===== src/rtl/rtc_pkg.sv =====
package rtc_pkg;
  localparam int FIELD_W    = 8;
  localparam int NUM_FIELDS = 7;
  localparam int SEL_W      = 3;

  localparam logic [SEL_W-1:0] F_SEC  = 3'd0;
  localparam logic [SEL_W-1:0] F_MIN  = 3'd1;
  localparam logic [SEL_W-1:0] F_HOUR = 3'd2;
  localparam logic [SEL_W-1:0] F_WDAY = 3'd3;
  localparam logic [SEL_W-1:0] F_MDAY = 3'd4;
  localparam logic [SEL_W-1:0] F_MON  = 3'd5;
  localparam logic [SEL_W-1:0] F_YEAR = 3'd6;

  function automatic logic [FIELD_W-1:0] bcd_inc(input logic [FIELD_W-1:0] v);
    if (v[3:0] >= 4'd9) bcd_inc = {v[7:4] + 4'd1, 4'd0};
    else                bcd_inc = {v[7:4], v[3:0] + 4'd1};
  endfunction
endpackage


===== src/rtl/rtc_bcd_field.sv =====
module rtc_bcd_field
  import rtc_pkg::*;
#(
  parameter logic [FIELD_W-1:0] RST_VAL = 8'h00,
  parameter logic [FIELD_W-1:0] MIN_VAL = 8'h00
) (
  input  logic               clk,
  input  logic               rst,
  input  logic               inc,
  input  logic               ld,
  input  logic [FIELD_W-1:0] ld_data,
  input  logic [FIELD_W-1:0] lim,
  output logic [FIELD_W-1:0] q,
  output logic               at_lim
);
  // BCD ordering is numeric for valid digits, so a plain compare also
  // catches an out-of-range value written by software
  assign at_lim = (q >= lim);

  always_ff @(posedge clk) begin
    if (rst)      q <= RST_VAL;
    else if (ld)  q <= ld_data;
    else if (inc) q <= at_lim ? MIN_VAL : bcd_inc(q);
  end

  // an accepted increment below the limit always moves the field
  a_r2_step_moves: assert property (@(posedge clk) disable iff (rst)
    (inc && !ld && !at_lim) |=> (q != $past(q)));
  // a field at its limit restarts at its minimum
  a_r2_wrap_min: assert property (@(posedge clk) disable iff (rst)
    (inc && !ld && at_lim) |=> (q == MIN_VAL));
endmodule


===== src/rtl/rtc_month_days.sv =====
module rtc_month_days
  import rtc_pkg::*;
(
  input  logic [FIELD_W-1:0] mon,
  input  logic [FIELD_W-1:0] year,
  output logic [FIELD_W-1:0] last_day
);
  logic [6:0] year_bin;
  logic       leap;

  // 1900 and 2000 are both multiples of 4, so divisibility of the mapped
  // calendar year reduces to divisibility of the two-digit value
  assign year_bin = 7'(year[7:4]) * 7'd10 + 7'(year[3:0]);
  assign leap     = (year_bin[1:0] == 2'b00);

  always_comb begin
    unique case (mon)
      8'h02:                      last_day = leap ? 8'h29 : 8'h28;
      8'h04, 8'h06, 8'h09, 8'h11: last_day = 8'h30;
      default:                    last_day = 8'h31;
    endcase
  end
endmodule


===== src/rtl/rtc_calendar_core.sv =====
module rtc_calendar_core
  import rtc_pkg::*;
(
  input  logic               clk,
  input  logic               rst,
  input  logic               tick,
  input  logic               hold,
  input  logic               wr_en,
  input  logic [SEL_W-1:0]   wr_sel,
  input  logic [FIELD_W-1:0] wr_data,
  output logic [FIELD_W-1:0] sec_o,
  output logic [FIELD_W-1:0] min_o,
  output logic [FIELD_W-1:0] hour_o,
  output logic [FIELD_W-1:0] wday_o,
  output logic [FIELD_W-1:0] mday_o,
  output logic [FIELD_W-1:0] mon_o,
  output logic [FIELD_W-1:0] year_o
);
  localparam logic [FIELD_W-1:0] RST_TAB [NUM_FIELDS] =
    '{8'h00, 8'h00, 8'h00, 8'h07, 8'h01, 8'h01, 8'h00};
  localparam logic [FIELD_W-1:0] MIN_TAB [NUM_FIELDS] =
    '{8'h00, 8'h00, 8'h00, 8'h01, 8'h01, 8'h01, 8'h00};

  logic [FIELD_W-1:0] fq   [NUM_FIELDS];
  logic [FIELD_W-1:0] flim [NUM_FIELDS];
  logic [NUM_FIELDS-1:0] finc, fld, fat;
  logic [FIELD_W-1:0] feb_last;
  logic step;

  // a write anywhere swallows the tick of the same cycle
  assign step = tick && !hold && !wr_en;

  always_comb begin
    finc[F_SEC]  = step;
    finc[F_MIN]  = finc[F_SEC]  && fat[F_SEC];
    finc[F_HOUR] = finc[F_MIN]  && fat[F_MIN];
    finc[F_WDAY] = finc[F_HOUR] && fat[F_HOUR];
    finc[F_MDAY] = finc[F_HOUR] && fat[F_HOUR];
    finc[F_MON]  = finc[F_MDAY] && fat[F_MDAY];
    finc[F_YEAR] = finc[F_MON]  && fat[F_MON];
  end

  always_comb begin
    flim[F_SEC]  = 8'h59;
    flim[F_MIN]  = 8'h59;
    flim[F_HOUR] = 8'h23;
    flim[F_WDAY] = 8'h07;
    flim[F_MDAY] = feb_last;
    flim[F_MON]  = 8'h12;
    flim[F_YEAR] = 8'h99;
  end

  rtc_month_days u_mdays (
    .mon      (fq[F_MON]),
    .year     (fq[F_YEAR]),
    .last_day (feb_last)
  );

  for (genvar i = 0; i < NUM_FIELDS; i++) begin : g_field
    assign fld[i] = wr_en && (wr_sel == SEL_W'(i));
    rtc_bcd_field #(
      .RST_VAL (RST_TAB[i]),
      .MIN_VAL (MIN_TAB[i])
    ) u_fld (
      .clk     (clk),
      .rst     (rst),
      .inc     (finc[i]),
      .ld      (fld[i]),
      .ld_data (wr_data),
      .lim     (flim[i]),
      .q       (fq[i]),
      .at_lim  (fat[i])
    );
  end

  assign sec_o  = fq[F_SEC];
  assign min_o  = fq[F_MIN];
  assign hour_o = fq[F_HOUR];
  assign wday_o = fq[F_WDAY];
  assign mday_o = fq[F_MDAY];
  assign mon_o  = fq[F_MON];
  assign year_o = fq[F_YEAR];

  // hold with no write leaves every field untouched
  a_r8_hold_freeze: assert property (@(posedge clk) disable iff (rst)
    (hold && !wr_en) |=> ($stable(sec_o) && $stable(min_o) && $stable(hour_o) &&
                          $stable(mday_o) && $stable(mon_o) && $stable(year_o) &&
                          $stable(wday_o)));
  // a second write lands verbatim
  a_r9_load_sec: assert property (@(posedge clk) disable iff (rst)
    (wr_en && wr_sel == 3'd0) |=> (sec_o == $past(wr_data)));
  // a write in the tick cycle keeps the seconds from moving
  a_r10_write_wins: assert property (@(posedge clk) disable iff (rst)
    (wr_en && tick && wr_sel != 3'd0) |=> $stable(sec_o));
  // weekday wraps back to Sunday
  a_r4_wday_wrap: assert property (@(posedge clk) disable iff (rst)
    (step && sec_o == 8'h59 && min_o == 8'h59 && hour_o == 8'h23 && wday_o == 8'h07)
      |=> (wday_o == 8'h01));
  // year rolls from 99 to 00 at the very end of December
  a_r7_year_wrap: assert property (@(posedge clk) disable iff (rst)
    (step && sec_o == 8'h59 && min_o == 8'h59 && hour_o == 8'h23 &&
     mday_o == 8'h31 && mon_o == 8'h12 && year_o == 8'h99) |=> (year_o == 8'h00));
  // day 29 of February is always the last day it can reach
  a_r6_feb_end: assert property (@(posedge clk) disable iff (rst)
    (step && sec_o == 8'h59 && min_o == 8'h59 && hour_o == 8'h23 &&
     mday_o == 8'h29 && mon_o == 8'h02) |=> (mday_o == 8'h01 && mon_o == 8'h03));
endmodule


===== config.mk =====
export PLATFORM = sky130hd
export DESIGN_NAME = rtc_calendar_core
export DESIGN_NICKNAME = d
export VERILOG_FILES = /design/src/rtl/rtc_pkg.sv /design/src/rtl/rtc_bcd_field.sv /design/src/rtl/rtc_month_days.sv /design/src/rtl/rtc_calendar_core.sv
export SDC_FILE = /design/constraint.sdc
export NUM_CORES = 1
export LEC_CHECK = 0
export CELL_PAD_IN_SITES_DETAIL_PLACEMENT = 0
export CELL_PAD_IN_SITES_GLOBAL_PLACEMENT = 2
export CORE_AREA = 4 4 103 130
export DETAILED_ROUTE_END_ITERATION = 6
export DIE_AREA = 0 0 107 134
export PLACE_DENSITY_LB_ADDON = 0.3
export SLEW_MARGIN = 20
export SYNTH_ARGS = -nofsm -noshare
export SYNTH_HDL_FRONTEND = slang
export SYNTH_SLANG_ARGS = --single-unit

===== constraint.sdc =====
create_clock -name clk -period 7.55 [get_ports clk]
set_input_delay 1.51 -clock clk [delete_from_list [all_inputs] [get_ports clk]]
set_output_delay 1.51 -clock clk [all_outputs]
set_load 0.02 [all_outputs]

# After elaboration in Yosys (flattened, before gate mapping)
# Index checks and enable logic that the tools add are counted.
# op_classes
n_addsub	15
mul	1
magnitude_cmp	14
n_eq_ne	11
mux	30
reduce_logical	40
# ops
operator	n
two-way mux 8 bit	28
adder 4 x 1 -> 4 bit (second input constant)	14
greater-or-equal comparator 4 bit (second input constant)	7
nonzero test 3 bit	7
equality test 8 x 3 -> 1 bit (second input constant)	2
greater-or-equal comparator 8 x 7 -> 1 bit (second input constant)	2
one-hot mux 8 bit (2 select lines)	1
logical AND 1 bit	14
AND reduction 2 bit	7
nonzero test 2 bit	7
equality test 3 bit (second input constant)	3
equality test 8 x 2 -> 1 bit (second input constant)	1
equality test 8 x 4 -> 1 bit (second input constant)	1
equality test 8 x 5 -> 1 bit (second input constant)	1
greater-or-equal comparator 8 x 3 -> 1 bit (second input constant)	1
greater-or-equal comparator 8 x 5 -> 1 bit (second input constant)	1
greater-or-equal comparator 8 x 6 -> 1 bit (second input constant)	1
greater-or-equal comparator 8 bit	1
greater-or-equal comparator 8 bit (second input constant)	1
equality test 3 x 2 -> 1 bit (second input constant)	2
multiplier 4 x 3 -> 1 bit (second input constant)	1
OR reduction 4 bit	1
equality test 3 x 1 -> 1 bit (second input constant)	1
logical NOT 3 bit	1
4 further kinds	5
# totals
reg_bits	56
input_bits	16
out_inout_bits	56

# Logic depth before layout (Yosys ltp)
# depth
ltp_word	10
mapped_depth	13
depth_no_buf	13

# Cells and area by module
# Synthesis repeated with hierarchy kept, for this count alone.
# unflattened
cells_unflattened	726
hier_area_um2	5949.5
# by_module_without_submodules
mod	n_inst	cells_per_inst	area_each_um2	seq_area_each_um2
rtc_bcd_field at g_field[0].u_fld ...	4	94	808.3	160.2
rtc_bcd_field at g_field[4].u_fld ...	2	103	819.5	160.2
rtc_bcd_field at g_field[3].u_fld	1	99	778.2	160.2
rtc_month_days	1	22	160.2	0.0
rtc_calendar_core	1	23	138.9	0.0

# Least setup slack after synthesis
# Ideal clock, no wire load.
# synth_timing
path_type	in2reg
from	input wr_sel[2]
to	register g_field[0].u_fld.q[1]
setup_ps	128
arrival_time_ps	2884
required_ps	7422
slack_ps	4538
stages	6
cell_sequence	clkbuf_1 or4b_2 o211ai_1 nor2_1 a222oi_1 nor2_1
# synth_between
elab_chain_cells	3
# synth_lines
item	line	text
start, declared	rtc_calendar_core.sv:9	input logic [SEL_W-1:0] wr_sel,
logical NOT 3 bit (*)	rtc_calendar_core.sv:60	assign fld[i] = wr_en && (wr_sel == SEL_W'(i));
logical AND 1 bit (*)	rtc_calendar_core.sv:60	
two-way mux 8 bit or nonzero test 2 bit (tied branches)	-	
end signal, assigned	rtc_bcd_field.sv:22	else if (ld) q <= ld_data;
end signal, assigned	rtc_bcd_field.sv:23	else if (inc) q <= at_lim ? MIN_VAL : bcd_inc(q);
end, declared	rtc_bcd_field.sv:13	output logic [FIELD_W-1:0] q,
# Mark *: on every way between the ends. The rest lies on a longest branch, timed or not.
# A chain may end at the register's enable or synchronous reset.

# Final worst setup path
# layout_timing
from	input wr_en
to	register g_field[6].u_fld.q[4]
# layout_between
elab_chain_cells	9
# layout_lines
item	line	text
start, declared	rtc_calendar_core.sv:8	input logic wr_en,
logical NOT 1 bit	rtc_calendar_core.sv:31	assign step = tick && !hold && !wr_en;
logical AND 1 bit	rtc_calendar_core.sv:31	
logical AND 1 bit	rtc_calendar_core.sv:35	finc[F_MIN] = finc[F_SEC] && fat[F_SEC];
logical AND 1 bit	rtc_calendar_core.sv:36	finc[F_HOUR] = finc[F_MIN] && fat[F_MIN];
logical AND 1 bit	rtc_calendar_core.sv:38	finc[F_MDAY] = finc[F_HOUR] && fat[F_HOUR];
logical AND 1 bit	rtc_calendar_core.sv:39	finc[F_MON] = finc[F_MDAY] && fat[F_MDAY];
logical AND 1 bit	rtc_calendar_core.sv:40	finc[F_YEAR] = finc[F_MON] && fat[F_MON];
nonzero test 2 bit (no source line)	-	
AND reduction 2 bit (no source line)	-	
end signal, assigned	rtc_bcd_field.sv:22	
end signal, assigned	rtc_bcd_field.sv:23	
end, declared	rtc_bcd_field.sv:13	
# Several ways; a longest one is shown, not always the timed one.

==> qor.yml <==
run_status:
  status: "completed"
grt:
  use_met3_pct: 2.60
  grt_pass1_wl_microns: 21500
  grt_max_degree: 54
  antenna_found_initial: 0
  grt-busiest-layer: "met2"
  use_met2_pct: 32.0
  track_usage_pct: 18.7
  grt-ovfl-total: 0
  grt_pass1_vias: 4023
  use_met1_pct: 24.3
clock_network:
  postCtsHoldBufs: 0
  clkSinkCount: 56
  numCtsBuffers: 5
  clk_pin_slew_ps: 80
  post_cts_buffers: 0
  h-tree-depth: 2
  cts_resized: 0
  clock_path_buffers: 2
  clock_latency_ps: 300
  cts_tree: "done"
  clockRootBuffer: "clkbuf_16"
synth:
  synth_edf_count: 0
  avgSynthCellArea_sq_um: 7.99
  synthArstFlopShare_pct: 0
  syn_nets: 567
  synth.cell_area_sq_um: 4080
  yosysSeqAreaShare_pct: 27.5
  ys.flop_type: "dfxtp_1"
  yosysUniqueCellTypes: 66
  syn_inst: 510
  yosysWarnings: 0
  ys_seq_elements: 56
floorplanning:
  start_util_pct: 33.8
  coreArea_sq_um: 12000
  die_w_microns: 107
  fp.dieArea_sq_um: 14300
  die_h_microns: 134
  pin_count: 72
  rows: 45
worst_setup_path:
  cp.required_ps: 7770
  cp-start-kind: "primary input"
  path_max_fanout: 35
  crit_type: "in2reg"
  cp-end-kind: "flop"
  cp.arrival_ps: 4210
sta:
  post-route-period-util_pct: 52.9
  slew_headroom_pct: 41.9
  fmax_mhz: 250
  finClkSkew_ps: 13.0
  fin_crit_ps: 3990
  grt_setup_unrepaired: "false"
  slew_violations: 0
  worstMarginPinSlew_ps: 863
  timing_hold_violations_final: 0
  final-setup-viol-count: 0
  tns_ps: 0
place:
  hpwlAfterDp_microns: 9500
  postPlaceCellArea_sq_um: 4910
  port_buffers: 71
  routabilityCongestion: 0.840
route:
  first_pass_iters: 5
  wl_per_cell_microns: 18.5
  vias_per_cell: 5.74
  drc: 0
  wirelength_microns: 13500
  vias: 4183
  drtIter0Drc: 290
  drtAntennaViolNets: 0
power_and_ir_drop:
  switchingPower_mw: 0.208
  ir_drop_mv: 0.0883
  p_comb_share_pct: 18.3
  p_seq_share_pct: 46.4
  p_clk_share_pct: 35.2
  swShare_pct: 30.2
  leakagePower_nw: 1.73
  intPower_mw: 0.479
  p_per_area_nw_per_um2: 136
  power_mw: 0.687
finish:
  nets: 621
  ff_latch_area_sq_um: 1120
  fillers: 1294
  top_register: "g_field.u_fld.q"
  diodes: 0
  largest_reg_flops: 56
  drive_gt1_share_pct: 5.13
  fin_area_sq_um: 5060
  area_growth_pct: 24.1
  multiInputGateArea_sq_um: 2720
  largestRegisters: "g_field.u_fld.q: 56 flops"
worst_hold_path:
  hold_path_class: "reg2reg"
flow_run:
  cap_violations: 0
[final cells by class]
type                       instances  area share (%)
clock buffer                       6            2.55
sequential                        56            22.2
inverter                          36            2.67
timing repair buffer              74            14.4
tap                              164            4.06
clock inverter                     2           0.322
multi-input combinational        391            53.8
[cell usage after synthesis, drive strengths merged (5+ instances only)]
cell | count | share of area (%)
a32oi | 5 | 1.1
nor3b | 6 | 1.4
buf | 6 | 0.74
or4 | 5 | 0.92
xnor2 | 5 | 1.1
ha | 41 | 13
nor2 | 32 | 2.9
a21oi | 34 | 4.2
o211ai | 14 | 2.6
o31a | 5 | 1.1
o31ai | 10 | 1.8
and3 | 5 | 0.77
a31oi | 15 | 2.3
nand4 | 13 | 2.4
a211oi | 10 | 1.8
nor3 | 20 | 2.6
inv | 36 | 3.3
dfxtp | 56 | 28
nand4b | 8 | 1.7
nand2 | 41 | 3.8
nand3 | 25 | 3.1
clkbuf | 21 | 1.9
o22ai | 6 | 0.92
o21ai | 21 | 2.7
[power by group through the flow]
stage / clock network [mW] / logic (mW) / registers, mW
6_report: 0.242 / 0.126 / 0.319
5_1_grt: 0.260 / 0.138 / 0.321
4_1_cts: 0.251 / 0.126 / 0.319
3_5_place_dp: 0 / 0.125 / 0.326
3_3_place_gp: 0 / 0.124 / 0.326
2_1_floorplan: 0 / 0.0642 / 0.333
[worst max-delay path: stages]
cell and delay (ps):
clkdlybuf4s50_1 630, nor3b_2 350, a21boi_4 320, nand4_4 460, or4_1 660, a311oi_1 260
[logic make-up after synthesis]
group / Yosys count / synth area share [%]
simple gates: 185 / 25.5
compound gates: 158 / 26.8
buf+inv: 63 / 5.99
flops: 56 / 27.5
fa+ha+maj: 41 / 12.6
xor+xnor: 6 / 1.29
mux: 1 / 0.276
[path summary, 6_finish.rpt]
check	slack, ps	startpoint	end	depth (start not counted)
worst max register to register	4110	g_field[5].u_fld.q[0]$_SDFFE_PP1P_	g_field[4].u_fld.q[5]$_SDFFE_PP0P_	13
worst min-delay path	500	g_field[2].u_fld.q[7]$_SDFFE_PP0P_	g_field[2].u_fld.q[7]$_SDFFE_PP0P_	2
worst max-delay path	3560	wr_en	g_field[6].u_fld.q[4]$_SDFFE_PP0P_	6
worst min register to register	500	g_field[2].u_fld.q[7]$_SDFFE_PP0P_	g_field[2].u_fld.q[7]$_SDFFE_PP0P_	2
[metal layers]
layer  part of all wire, %  wire, microns
met3                   3.6            484
met2                    49           6600
met1                    46           6170
met5                     0              0
met4                   1.8            249
[cells in the final DEF (no fill, tap or decap), types with 3 or more instances in the layout]
| master | synthesis | layout |
|---|---|---|
| clkdlybuf4s50_1 | 0 | 70 |
| dfxtp_1 | 56 | 56 |
| nand2_1 | 41 | 41 |
| ha_1 | 41 | 41 |
| inv_1 | 36 | 36 |
| a21oi_1 | 34 | 34 |
| nor2_1 | 32 | 32 |
| nand3_1 | 25 | 25 |
| nor3_1 | 19 | 18 |
| o21ai_0 | 18 | 18 |
| a31oi_1 | 15 | 15 |
| o211ai_1 | 14 | 14 |
| nand4_1 | 12 | 12 |
| o31ai_1 | 10 | 10 |
| a211oi_1 | 10 | 10 |
| nand4b_1 | 8 | 8 |
| o22ai_1 | 6 | 6 |
| xnor2_1 | 5 | 5 |
| o31a_1 | 5 | 5 |
| or4_1 | 5 | 5 |
| and3_1 | 5 | 5 |
| a32oi_1 | 5 | 5 |
| clkbuf_16 | 0 | 5 |
| nor3b_1 | 4 | 4 |
| or3b_2 | 4 | 4 |
| a221oi_1 | 4 | 4 |
| a2111oi_0 | 4 | 4 |
| a22oi_1 | 4 | 4 |
| nand3b_1 | 3 | 3 |
| a211o_1 | 3 | 3 |
| nor4b_1 | 4 | 3 |
| or3_1 | 3 | 3 |
| a311oi_1 | 3 | 3 |
| nor4_1 | 3 | 3 |
| buf_4 | 0 | 3 |
[stage by stage]
stage / instances / hold slack [ps] / worst slack [ps] / util, %
3_3_place_gp: 721 / 495 / 3340 / 40.7
5_1_grt: 729 / 539 / 3350 / 42.0
3_5_place_dp: 721 / 500 / 3220 / 40.7
4_1_cts: 729 / 510 / 3540 / 41.9
2_1_floorplan: 510 / 554 / 4540 / -
6_report: 729 / 503 / 3560 / 42.0
Power figures use the tool's default switching activity.
